$ cat src/rtl/serShiftPkg.sv
package serShiftPkg;
  // strobes the control unit hands to the datapath each cycle
  typedef struct packed {
    logic load;     // take the outgoing word
    logic shift;    // active shift-clock edge: move one bit each way
    logic capture;  // word complete: copy received bits to the read register
  } shiftStrobeT;
endpackage

$ cat src/rtl/serShiftCtrl.sv
module serShiftCtrl
  import serShiftPkg::*;
#(
  parameter int WORD_W = 8,
  parameter int DIV_W = 8,
  parameter int SYNC_STAGES = 2
) (
  input  logic             clk,
  input  logic             rstN,
  input  logic             clkDirExt,
  input  logic             edgeSel,
  input  logic [DIV_W-1:0] divHalf,
  input  logic             wrEn,
  input  logic             sclkIn,
  output shiftStrobeT      strobe,
  output logic             busy,
  output logic             done,
  output logic             wrCollision,
  output logic             sclkOut
);
  localparam int CNT_W = $clog2(WORD_W + 1);
  localparam logic [CNT_W-1:0] LAST_CNT = CNT_W'(WORD_W);
  localparam logic [CNT_W-1:0] PRE_LAST = CNT_W'(WORD_W - 1);

  logic [SYNC_STAGES:0] syncQ;
  logic [CNT_W-1:0] bitCnt;
  logic [DIV_W-1:0] divCnt;
  logic [DIV_W:0] nextCnt;
  logic sclkReg, pendCap;
  logic riseDet, fallDet, activeExt;
  logic accept, divDone, masterRise, masterFall, extShift;

  // external clock synchroniser plus one extra stage for edge detection
  always_ff @(posedge clk or negedge rstN) begin
    if (!rstN) syncQ <= '0;
    else       syncQ <= {syncQ[SYNC_STAGES-1:0], sclkIn};
  end

  always_comb begin
    riseDet   = syncQ[SYNC_STAGES-1] & ~syncQ[SYNC_STAGES];
    fallDet   = ~syncQ[SYNC_STAGES-1] & syncQ[SYNC_STAGES];
    activeExt = edgeSel ? fallDet : riseDet;
    nextCnt   = {1'b0, divCnt} + 1'b1;
    divDone   = nextCnt >= {1'b0, divHalf};
    accept    = wrEn & ~busy;
    masterRise = busy & ~clkDirExt & divDone & ~sclkReg;
    masterFall = busy & ~clkDirExt & divDone & sclkReg;
    extShift   = busy & clkDirExt & activeExt & ~pendCap;
    strobe.load    = accept;
    strobe.shift   = masterRise | extShift;
    strobe.capture = (masterFall & (bitCnt == LAST_CNT)) | (busy & clkDirExt & pendCap);
  end

  always_ff @(posedge clk or negedge rstN) begin
    if (!rstN) begin
      busy        <= 1'b0;
      done        <= 1'b0;
      wrCollision <= 1'b0;
      sclkReg     <= 1'b0;
      pendCap     <= 1'b0;
      bitCnt      <= '0;
      divCnt      <= '0;
    end else begin
      done <= strobe.capture;
      if (accept) begin
        busy        <= 1'b1;
        wrCollision <= 1'b0;
        bitCnt      <= '0;
        divCnt      <= '0;
        sclkReg     <= 1'b0;
        pendCap     <= 1'b0;
      end else begin
        if (wrEn) wrCollision <= 1'b1;
        if (busy && !clkDirExt) begin
          divCnt <= divDone ? '0 : nextCnt[DIV_W-1:0];
          if (divDone) sclkReg <= ~sclkReg;
        end
        if (strobe.shift) begin
          bitCnt <= bitCnt + 1'b1;
          if (extShift && bitCnt == PRE_LAST) pendCap <= 1'b1;
        end
        if (strobe.capture) begin
          busy    <= 1'b0;
          pendCap <= 1'b0;
          sclkReg <= 1'b0;
        end
      end
    end
  end

  assign sclkOut = sclkReg & ~clkDirExt;
endmodule

$ cat src/rtl/serShiftData.sv
module serShiftData
  import serShiftPkg::*;
#(
  parameter int WORD_W = 8
) (
  input  logic              clk,
  input  logic              rstN,
  input  shiftStrobeT       strobe,
  input  logic [WORD_W-1:0] wrData,
  input  logic              sdi,
  output logic              sdo,
  output logic [WORD_W-1:0] rdData
);
  logic [WORD_W-1:0] txShift, rxShift;

  always_ff @(posedge clk or negedge rstN) begin
    if (!rstN) begin
      txShift <= '0;
      rxShift <= '0;
      rdData  <= '0;
      sdo     <= 1'b0;
    end else begin
      if (strobe.load) txShift <= wrData;
      else if (strobe.shift) begin
        sdo     <= txShift[0];
        txShift <= {1'b0, txShift[WORD_W-1:1]};
        rxShift <= {sdi, rxShift[WORD_W-1:1]};
      end
      if (strobe.capture) rdData <= rxShift;
    end
  end
endmodule

$ cat src/rtl/serShiftPort.sv
module serShiftPort
  import serShiftPkg::*;
#(
  parameter int WORD_W = 8,
  parameter int DIV_W = 8
) (
  input  logic              clk,
  input  logic              rstN,
  input  logic              clkDirExt,
  input  logic              edgeSel,
  input  logic [DIV_W-1:0]  divHalf,
  input  logic              wrEn,
  input  logic [WORD_W-1:0] wrData,
  output logic [WORD_W-1:0] rdData,
  output logic              busy,
  output logic              done,
  output logic              wrCollision,
  output logic              sclkOut,
  output logic              sclkOe,
  input  logic              sclkIn,
  output logic              sdo,
  input  logic              sdi
);
  shiftStrobeT strobe;

  serShiftCtrl #(.WORD_W(WORD_W), .DIV_W(DIV_W), .SYNC_STAGES(2)) u_ctrl (
    .clk(clk), .rstN(rstN), .clkDirExt(clkDirExt), .edgeSel(edgeSel),
    .divHalf(divHalf), .wrEn(wrEn), .sclkIn(sclkIn), .strobe(strobe),
    .busy(busy), .done(done), .wrCollision(wrCollision), .sclkOut(sclkOut)
  );

  serShiftData #(.WORD_W(WORD_W)) u_data (
    .clk(clk), .rstN(rstN), .strobe(strobe), .wrData(wrData),
    .sdi(sdi), .sdo(sdo), .rdData(rdData)
  );

  assign sclkOe = ~clkDirExt;
endmodule

$ cat config.mk
export PLATFORM = sky130hd
export DESIGN_NAME = serShiftPort
export DESIGN_NICKNAME = d
export VERILOG_FILES = /design/src/rtl/serShiftPkg.sv /design/src/rtl/serShiftCtrl.sv /design/src/rtl/serShiftData.sv /design/src/rtl/serShiftPort.sv
export SDC_FILE = /design/constraint.sdc
export NUM_CORES = 1
export LEC_CHECK = 0
export BUFFER_PORTS_ARGS = -buffer_cell sky130_fd_sc_hd__buf_2
export CAP_MARGIN = 20
export CORE_ASPECT_RATIO = 2
export CORE_MARGIN = 1.5
export CORE_UTILIZATION = 60
export DETAILED_ROUTE_END_ITERATION = 16
export MAX_ROUTING_LAYER = met4
export PLACE_DENSITY_LB_ADDON = 0.08
export SKIP_LAST_GASP = 1
export SYNTH_ARGS = -nofsm -noshare
export SYNTH_HDL_FRONTEND = slang
export SYNTH_SLANG_ARGS = --single-unit
$ cat constraint.sdc
create_clock -name clk -period 6.4 [get_ports clk]
set_input_delay 1.28 -clock clk [delete_from_list [all_inputs] [get_ports clk]]
set_output_delay 1.28 -clock clk [all_outputs]
set_load 0.02 [all_outputs]
==> qor.yml, run 1 <==
critical_path:
  rrSetupSlack_ns: 3.29
  required_ns: 6.58
  r2r_start: "u_ctrl.divCnt[2]$_DFFE_PN0P_"
  crit_start: "u_ctrl.divCnt[2]$_DFFE_PN0P_"
  r2r-end: "u_data.rdData[0]$_DFFE_PN0P_"
  crit_type: "flop to flop"
  cp.arrival_ns: 3.29
  crit_end: "u_data.rdData[0]$_DFFE_PN0P_"
  startpoint_type: "flop"
  reg2reg_depth: 11
  crit_path_end_kind: "flop"
  crit_fanout: 8
placement:
  io_buffers: 36
  dpl.hpwl_um: 3320
  gp_congestion: 0.838
  placed_cell_area_um2: 2460
routing:
  wirelength_um: 4470
  via_count: 1601
  postRouteAntennaNets: 0
  vias_per_cell: 5.70
  routedWlPerCell_um: 15.9
  drtIter0Drc: 36
  post-route-drc-count: 0
  drtPass1Iterations: 4
synthesis:
  syn_inst: 194
  ys_ff_latch: 45
  yosys.area_share.simple: 0.118
  avgSynthCellArea_um2: 11.6
  synthFlopType: "dfrtp_1"
  synth_cell_types: 45
  synth_mux_area_frac: 0.117
  ys_warn_count: 0
  synthAdderAreaFrac: 0.0609
  synth_compound_area_frac: 0.138
  synth_fp_nets: 228
  synth_edf_count: 0
  async_flop_share: 1.00
  synth_top_family_by_area: "compound AO/OA/AOI/OAI gates"
  synthXorXnorAreaFrac: 0.0233
  yosysSeqAreaShare: 0.498
  synth_area_um2: 2260
finish:
  final_common_cell: "dfrtp_1"
  fin_nets: 265
  drive_gt1_frac: 0.328
  diodes: 0
  multi_input_area_um2: 1040
  nFillCells: 287
  final_area_um2: 2570
  layout-area-overhead-vs-synth_pct: 13.6
  final_cell_mix: "dfrtp_1, buf_2, nand2_1"
  register_area_um2: 1130
power:
  p_seq_frac: 0.538
  p_sw_mw: 0.234
  max-vdd-ir-drop_v: 0.000202
  share_clk_of_total_power: 0.228
  pwr-share-comb: 0.234
  leakage_nw: 1.29
  p_int_mw: 0.502
  p_sw_frac: 0.317
  power_mw: 0.736
  powerDensity_nw_per_um2: 287
global_routing:
  grt.overflow.total: 0
  first_global_vias: 1666
  grt_first_pass_wirelength_um: 7550
  grt_max_degree: 46
  antenna_found_initial: 0
  track_usage: 0.257
clock_tree:
  h-tree-depth: 2
  cts_setup_buffers: 0
  clock-sinks: 45
  cts.hold.buffers_added: 0
  numCtsBuffers: 5
  worstSkewPairLatency_ns: 0.30
  cts_resized: 0
  cts_tree: "done"
  clockBufferDepth: 2
  clk_pin_slew_ns: 0.09
  cts_root_buffer: "clkbuf_8"
timing:
  final_max_slew_viol_count: 0
  slew_headroom: 0.426
  skew_ns: 0.0124
  tightest_slew_ns: 0.860
  finalCritPeriodShare: 0.486
  rsz0062_at_grt: "no"
  hold_viol_final: 0
  fin_setup_tns_ns: 0
  min_period_ns: 3.11
  setup_viol: 0
  max_freq_mhz: 322
die:
  die_h_um: 89.8
  coreArea_um2: 3610
  die-width_um: 46.4
  rows: 31
  initial_core_util: 0.626
  ios: 37
  dieArea_um2: 4170
run:
  cap_violations: 0
min_path:
  hold_path.class: "flop to flop"
run_status:
  outcome: "finished, final reports clean"
-- sequential cells by signal, summed over array words and instances (netlist names) --
signal	count
u_ctrl.bitCnt	4
u_ctrl.wrCollision	1
u_ctrl.divCnt	8
u_ctrl.syncQ	3
u_data.sdo	1
u_ctrl.busy	1
u_data.rxShift	8
u_ctrl.pendCap	1
u_data.txShift	8
u_ctrl.done	1
u_ctrl.sclkReg	1
u_data.rdData	8
-- worst max-delay path: stages (launching register included) --
cell and delay [ns]:
dfrtp_1 0.47, and3_4 0.25, and3_2 0.21, nand3_1 0.14, xnor2_1 0.16, ha_1 0.29, and3_2 0.19, nand4_1 0.22
and2_4 0.25, o31a_4 0.38, inv_6 0.11, mux2_4 0.30
-- cell families after synthesis --
family | Yosys count
AO/OA/AOI/OAI | 41
XOR/XNOR | 6
adder cells (fa/ha/maj) | 11
buffers and inverters | 20
flip-flops | 45
multiplexers | 21
AND/OR/NAND/NOR | 50
-- synthesized netlist by cell type (all sizes together), types with 3 or more instances --
cell | n | area share
xnor2 | 4 | 0.016
nor2 | 3 | 0.0050
mux2 | 19 | 0.11
inv | 12 | 0.022
dfrtp | 45 | 0.50
o21ai | 11 | 0.024
nor3 | 3 | 0.0066
clkbuf | 4 | 0.011
buf | 4 | 0.012
a21oi | 3 | 0.0066
nand3 | 7 | 0.018
a21o | 3 | 0.012
a22oi | 7 | 0.023
ha | 11 | 0.061
and3 | 3 | 0.012
a32o | 5 | 0.022
nor2b | 4 | 0.011
nand2 | 20 | 0.033
-- metrics by stage --
step	std cells	util	worst slack, ns	hold slack, ns
4_1_cts	280	0.706	3.26	0.344
3_3_place_gp	272	0.683	3.05	0.332
2_1_floorplan	194	-	3.30	0.331
5_1_grt	281	0.711	3.14	0.349
6_report	281	0.711	3.29	0.341
3_5_place_dp	272	0.683	3.00	0.336
-- power by group through the flow --
stage / Combinational, mW / Clock [mW] / Sequential, mW
floorplan: 0.121 / 0 / 0.389
global placement: 0.163 / 0 / 0.393
detailed placement: 0.173 / 0 / 0.400
CTS: 0.174 / 0.172 / 0.395
global route: 0.193 / 0.183 / 0.405
finish: 0.172 / 0.168 / 0.396
-- final cells by class --
class / instances / area share
Clock inverter: 2 / 0.00390
Tap cell: 49 / 0.0239
Clock buffer: 6 / 0.0283
Inverter: 12 / 0.0195
Timing Repair Buffer: 38 / 0.0809
Sequential cell: 45 / 0.439
Multi-Input combinational cell: 129 / 0.405
-- per-layer routing --
| layer | GRT usage | vias to the layer above | routed length [µm] |
|---|---|---|---|
| met2 | 0.436 | 32 | 2660 |
| li1 | - | 768 | - |
| met4 | 0.114 | 0 | 98 |
| met3 | 0.0542 | 8 | 121 |
| met1 | 0.266 | 793 | 1600 |
| met5 | - | - | 0 |
-- worst min-delay path by stage --
stage	startpoint	end	cells past startpoint
after global placement	u_ctrl.syncQ[0]$_DFF_PN0_	u_ctrl.syncQ[1]$_DFF_PN0_	0
final	u_ctrl.syncQ[0]$_DFF_PN0_	u_ctrl.syncQ[1]$_DFF_PN0_	0
after global routing	u_ctrl.syncQ[0]$_DFF_PN0_	u_ctrl.syncQ[1]$_DFF_PN0_	0
after detailed placement	u_ctrl.syncQ[0]$_DFF_PN0_	u_ctrl.syncQ[1]$_DFF_PN0_	0
after CTS	u_ctrl.syncQ[0]$_DFF_PN0_	u_ctrl.syncQ[1]$_DFF_PN0_	0
after floorplan	u_ctrl.syncQ[0]$_DFF_PN0_	u_ctrl.syncQ[1]$_DFF_PN0_	0
Note: power is estimated with default switching activity, not from simulation.
==> inputs of run 2 (changes only) <==
Settings changed: CORE_UTILIZATION 60 to 56.
Clock period 6.4 ns to 2.9 ns, I/O delays scaled along.
==> qor.yml, run 2 (synthesized netlist as in run 1, its figures left out) <==
timing:
  worst_slack_ns: 0.128  # was 3.29 ns
  skew_ns: 0.00982  # was 0.0124 ns
  max_freq_mhz: 361  # was 322 MHz
  tightest_slew_ns: 0.488  # was 0.860 ns
  min_period_ns: 2.77  # was 3.11 ns
  hold_ws_ns: 0.0764  # was 0.341 ns
  slew_headroom: 0.673  # was 0.426
  finalCritPeriodShare: 0.956  # was 0.486
  setup_viol: 0  # unchanged
  fin_setup_tns_ns: 0  # unchanged
  hold_viol_final: 0  # unchanged
  rsz0062_at_grt: "no"  # unchanged
  final_max_slew_viol_count: 0  # unchanged
finish:
  nFillCells: 313  # was 287
  drive_gt1_frac: 0.350  # was 0.328
  final_util: 0.690  # was 0.711
  layout-area-overhead-vs-synth_pct: 17.4  # was 13.6%
  final_area_um2: 2650  # was 2570 µm²
  final_cell_mix: "dfrtp_1, buf_2, nand2_1"  # unchanged
  diodes: 0  # unchanged
  fin_nets: 273  # was 265
  final_common_cell: "dfrtp_1"  # unchanged
routing:
  post-route-drc-count: 0  # unchanged
  routedWlPerCell_um: 16.5  # was 15.9 µm
  vias_per_cell: 5.73  # was 5.70
  drtIter0Drc: 26  # was 36
  drtPass1Iterations: 4  # unchanged
  postRouteAntennaNets: 0  # unchanged
  wirelength_um: 4800  # was 4470 µm
  via_count: 1667  # was 1,601
power:
  leakage_nw: 1.33  # was 1.29 nW
  max-vdd-ir-drop_v: 0.000492  # was 0.000202 V
  share_clk_of_total_power: 0.217  # was 0.228
  p_sw_frac: 0.313  # was 0.317
  p_seq_frac: 0.522  # was 0.538
  powerDensity_nw_per_um2: 626  # was 287 nW/µm²
  p_sw_mw: 0.520  # was 0.234 mW
  p_int_mw: 1.14  # was 0.502 mW
  pwr-share-comb: 0.261  # was 0.234
run_status:
  outcome: "finished, final reports clean"  # unchanged
placement:
  io_buffers: 36  # unchanged
  dpl.hpwl_um: 3640  # was 3320 µm
  gp_congestion: 0.724  # was 0.838
  dp_slack_ns: 0.0167  # was 3.00 ns
  placed_cell_area_um2: 2520  # was 2460 µm²
die:
  dieArea_um2: 4450  # was 4170 µm²
  initial_core_util: 0.588  # was 0.626
  rows: 32  # was 31
  die-width_um: 47.9  # was 46.4 µm
  coreArea_um2: 3840  # was 3610 µm²
  die_h_um: 92.8  # was 89.8 µm
  ios: 37  # unchanged
critical_path:
  cp.buffers_inverters: 2  # was 1
  required_ns: 3.07  # was 6.58 ns
  critical_path.cell_chain: "ha_2 > xor2_1 > ha_1 > nand2_1 > o21ai_0 > nand4_1 > buf_4 > a31oi_2 > buf_12 > mux2_2"  # was and3_4 > and3_2 > nand3_1 > xnor2_1 > ha_1 > and3_2 > nand4_1 > and2_4 > o31a_4 > inv_6 > mux2_4
  crit_type: "flop to flop"  # unchanged
  crit_path_end_kind: "flop"  # unchanged
  crit_family: "adder cells"  # was simple AND/OR/NAND/NOR gates
  crit_fanout: 29  # was 8
  cp.arrival_ns: 2.94  # was 3.29 ns
  startpoint_type: "flop"  # unchanged
  slowest_delay_ns: 0.45  # was 0.47 ns
  critPathSlowestCell: "dfrtp_1"  # unchanged
  rrSetupSlack_ns: 0.13  # was 3.29 ns
clock_tree:
  clock-sinks: 45  # unchanged
  clockBufferDepth: 2  # unchanged
  cts_root_buffer: "clkbuf_8"  # unchanged
  numCtsBuffers: 5  # unchanged
  clk_pin_slew_ns: 0.08  # was 0.09 ns
  cts_tree: "done"  # unchanged
  worstSkewPairLatency_ns: 0.29  # was 0.30 ns
  cts.hold.buffers_added: 0  # unchanged
  h-tree-depth: 2  # unchanged
global_routing:
  grt_first_pass_wirelength_um: 7580  # was 7550 µm
  track_usage: 0.246  # was 0.257
  grt.overflow.total: 0  # unchanged
  grt_max_degree: 46  # unchanged
  first_global_vias: 1807  # was 1,666
  antenna_found_initial: 0  # unchanged
run:
  cap_violations: 0  # unchanged
min_path:
  hold_path.class: "input port to asynchronous set/reset pin"  # was flop to flop
-- run 2: final timing paths --
path | from | endpoint | depth (start not counted)
worst max register to register | u_ctrl.divCnt[0]$_DFFE_PN0P_ | u_data.rxShift[3]$_DFFE_PN0P_ | 10
worst min register to register | u_ctrl.syncQ[0]$_DFF_PN0_ | u_ctrl.syncQ[1]$_DFF_PN0_ | 0
max in group asynchronous | rstN | u_ctrl.bitCnt[1]$_DFFE_PN0P_ | 2
min in group clk | u_ctrl.syncQ[0]$_DFF_PN0_ | u_ctrl.syncQ[1]$_DFF_PN0_ | 0
worst min-delay path | rstN | u_ctrl.divCnt[6]$_DFFE_PN0P_ | 1
worst max-delay path | u_ctrl.divCnt[0]$_DFFE_PN0P_ | u_data.rxShift[3]$_DFFE_PN0P_ | 10
-- run 2: worst register-to-register path, delay by kind of cell (launching register included) --
family,cells,cell delay (ns)
buffers and inverters,2,0.40
XOR/XNOR,1,0.15
AND/OR/NAND/NOR,2,0.24
adder cells (fa/ha/maj),2,0.56
AO/OA/AOI/OAI,2,0.48
flip-flops,1,0.45
multiplexers,1,0.36
-- run 2: final cells by class --
cell class / instances / area (µm²) / area share
timing repair buffer: 46 / 280 / 0.106
clock buffer: 8 / 80.1 / 0.0302
sequential: 45 / 1130 / 0.425
inverter: 12 / 52.6 / 0.0198
multi-input combinational: 129 / 1050 / 0.396
tap: 51 / 63.8 / 0.0241
-- run 2: layer usage --
metal,vias to the layer above,track usage,wire length [µm]
li1,785,-,-
met5,-,-,0
met3,7,0.0468,119
met2,44,0.450,2850
met1,831,0.232,1770
met4,0,0.0878,65
-- run 2: power groups by stage --
| stage | combinational [mW] | sequential (mW) | clock (mW) |
|---|---|---|---|
| after floorplan | 0.268 | 0.859 | 0 |
| after global placement | 0.383 | 0.863 | 0 |
| final | 0.433 | 0.866 | 0.361 |
| after CTS | 0.412 | 0.864 | 0.374 |
| after global routing | 0.484 | 0.878 | 0.400 |
| after detailed placement | 0.411 | 0.876 | 0 |
-- run 2: stage by stage --
stage	total power [mW]	instances
finish	1.66	291
global route	1.76	291
CTS	1.65	287
detailed placement	1.29	279
global placement	1.25	279
floorplan	1.13	194
-- run 2: timing repair --
item / in CTS / in global routing
resized for setup: 0 / 4
setup buffers: 0 / 3
endpoints found under the setup margin: 0 / 12
==> inputs of run 3 (changes only) <==
Settings changed: RECOVER_POWER set to 100.
==> qor.yml, run 3 (synthesized netlist as in run 1, its figures left out) <==
critical_path:
  crit_fanout: 29  # unchanged
  required_ns: 3.07  # about the same
  rrSetupSlack_ns: 0.13  # about the same
  reg2reg_depth: 10  # unchanged
  cp.arrival_ns: 2.94  # about the same
  critPathSlowestCell: "dfrtp_1"  # unchanged
  crit_path_end_kind: "flop"  # unchanged
  critical_path.cell_chain: "ha_2 > xor2_1 > ha_1 > nand2_1 > o21ai_0 > nand4_1 > clkbuf_1 > a31oi_2 > buf_12 > mux2_2"  # was ha_2 > xor2_1 > ha_1 > nand2_1 > o21ai_0 > nand4_1 > buf_4 > a31oi_2 > buf_12 > mux2_2
  crit_type: "flop to flop"  # unchanged
  r2r-end: "u_data.rxShift[3]$_DFFE_PN0P_"  # unchanged
  r2r_start: "u_ctrl.divCnt[0]$_DFFE_PN0P_"  # unchanged
  startpoint_type: "flop"  # unchanged
  slowest_delay_ns: 0.45  # about the same
routing:
  wirelength_um: 4800  # unchanged
  drtIter0Drc: 30  # was 26
  drtPass1Iterations: 4  # unchanged
  post-route-drc-count: 0  # unchanged
  routedWlPerCell_um: 16.5  # unchanged
  vias_per_cell: 5.72  # was 5.73
  via_count: 1665  # was 1,667
  postRouteAntennaNets: 0  # unchanged
finish:
  nFillCells: 330  # was 313
  final_area_um2: 2610  # was 2650 µm²
  drive_gt1_frac: 0.267  # was 0.350
  fin_nets: 273  # unchanged
  final_cells: 291  # unchanged
  layout-area-overhead-vs-synth_pct: 15.4  # was 17.4%
  final_cell_mix: "dfrtp_1, buf_2, nand2_1"  # unchanged
  final_common_cell: "dfrtp_1"  # unchanged
  diodes: 0  # unchanged
  final_util: 0.679  # was 0.690
placement:
  dpl.hpwl_um: 3640  # unchanged
  gp_congestion: 0.724  # unchanged
  dp_slack_ns: 0.0167  # unchanged
  placed_cell_area_um2: 2520  # unchanged
  dp_cells: 279  # unchanged
  io_buffers: 36  # unchanged
die:
  initial_core_util: 0.588  # unchanged
  die-width_um: 47.9  # unchanged
  dieArea_um2: 4450  # unchanged
  die_h_um: 92.8  # unchanged
  coreArea_um2: 3840  # unchanged
  ios: 37  # unchanged
  rows: 32  # unchanged
timing:
  slew_headroom: -0.257  # was 0.673
  fin_setup_tns_ns: 0  # unchanged
  worst_slack_ns: 0.125  # was 0.128 ns
  skew_ns: 0.00931  # was 0.00982 ns
  max_freq_mhz: 360  # was 361 MHz
  setup_viol: 0  # unchanged
  finalCritPeriodShare: 0.957  # was 0.956
  rsz0062_at_grt: "no"  # unchanged
  final_max_slew_viol_count: 44  # was 0
  tightest_slew_ns: 1.89  # was 0.488 ns
  min_period_ns: 2.77  # about the same
  hold_viol_final: 0  # unchanged
power:
  share_clk_of_total_power: 0.218  # was 0.217
  p_sw_frac: 0.313  # about the same
  powerDensity_nw_per_um2: 632  # was 626 nW/µm²
  pwr-share-comb: 0.258  # was 0.261
  leakage_nw: 1.26  # was 1.33 nW
  p_sw_mw: 0.516  # was 0.520 mW
  p_int_mw: 1.13  # was 1.14 mW
  p_seq_frac: 0.524  # was 0.522
  max-vdd-ir-drop_v: 0.000492  # about the same
clock_tree:
  cts.hold.buffers_added: 0  # unchanged
  cts_tree: "done"  # unchanged
  clockBufferDepth: 2  # unchanged
  worstSkewPairLatency_ns: 0.29  # about the same
  clk_pin_slew_ns: 0.08  # about the same
  numCtsBuffers: 5  # unchanged
  h-tree-depth: 2  # unchanged
  cts_root_buffer: "clkbuf_8"  # unchanged
  clock-sinks: 45  # unchanged
run:
  cap_violations: 1  # was 0
min_path:
  hold_path.class: "input port to asynchronous set/reset pin"  # unchanged
run_status:
  outcome: "finished with violations"  # was finished, final reports clean
  violations: "max-capacitance violations, max-slew violations"
global_routing:
  first_global_vias: 1807  # unchanged
  grt_first_pass_wirelength_um: 7580  # unchanged
  track_usage: 0.246  # unchanged
  grt_max_degree: 46  # unchanged
  antenna_found_initial: 0  # unchanged
  grt.overflow.total: 0  # unchanged
run 3: cell types whose count changed in the layout (fill, tap and decap cells not counted), moves of 2 or more:
cell      delta
buf_2       -15
clkbuf_1    +16
mux2_1       +3
buf_4        -2
mux2_4       -3
run 3: what timing repair did:
item | in CTS | in global routing
setup endpoints to repair | 0 | 12
gates resized for setup | 0 | 4
setup buffers | 0 | 3
run 3: layout make-up:
class | instances | area [µm²] | share of cell area
Sequential cell | 45 | 1130 | 0.432
Multi-Input combinational cell | 129 | 1040 | 0.398
Timing Repair Buffer | 46 | 248 | 0.0950
Clock buffer | 8 | 80.1 | 0.0307
Tap cell | 51 | 63.8 | 0.0245
Inverter | 12 | 52.6 | 0.0201
run 3: critical path: cells and delay by family, from the launching register on:
family / cells / cell delay, ns
compound gates: 2 / 0.49
xor+xnor: 1 / 0.15
simple gates: 2 / 0.25
fa+ha+maj: 2 / 0.56
buf+inv: 2 / 0.39
mux: 1 / 0.35
flops: 1 / 0.45
run 3: worst max path at each step:
| stage | startpoint | endpoint | slack, ns | cells after the start |
|---|---|---|---|---|
| 6_report | u_ctrl.divCnt[0]$_DFFE_PN0P_ | u_data.rxShift[3]$_DFFE_PN0P_ | 0.13 | 10 |
| 5_1_grt | u_ctrl.divCnt[3]$_DFFE_PN0P_ | u_data.rdData[1]$_DFFE_PN0P_ | 0.01 | 12 |
| 4_1_cts | u_ctrl.divCnt[3]$_DFFE_PN0P_ | u_data.rdData[1]$_DFFE_PN0P_ | 0.01 | 12 |
| 3_5_place_dp | u_ctrl.divCnt[3]$_DFFE_PN0P_ | u_data.rdData[1]$_DFFE_PN0P_ | 0.02 | 12 |
| 3_3_place_gp | u_ctrl.divCnt[3]$_DFFE_PN0P_ | u_data.rdData[1]$_DFFE_PN0P_ | 0.11 | 12 |
| 2_1_floorplan | u_ctrl.divCnt[2]$_DFFE_PN0P_ | u_data.rdData[0]$_DFFE_PN0P_ | 0.04 | 13 |
run 3: through the flow:
stage	power, mW	hold WS [ns]
finish	1.65	0.0697
global route	1.75	0.0688
CTS	1.65	0.343
detailed placement	1.29	0.335
global placement	1.25	0.332
floorplan	1.13	0.284
run 3: power groups by stage:
stage	Clock, mW	Sequential (mW)	Combinational (mW)
finish	0.360	0.864	0.425
global route	0.400	0.876	0.476
CTS	0.374	0.864	0.412
detailed placement	0	0.876	0.411
global placement	0	0.863	0.383
floorplan	0	0.859	0.268
run 3: routing by layer:
metal | GRT usage | part of all wire | up-vias
met1 | 0.232 | 0.36 | 828
met4 | 0.0878 | 0.012 | 0
met2 | 0.450 | 0.60 | 45
met5 | - | 0 | -
met3 | 0.0468 | 0.026 | 6
li1 | - | - | 786
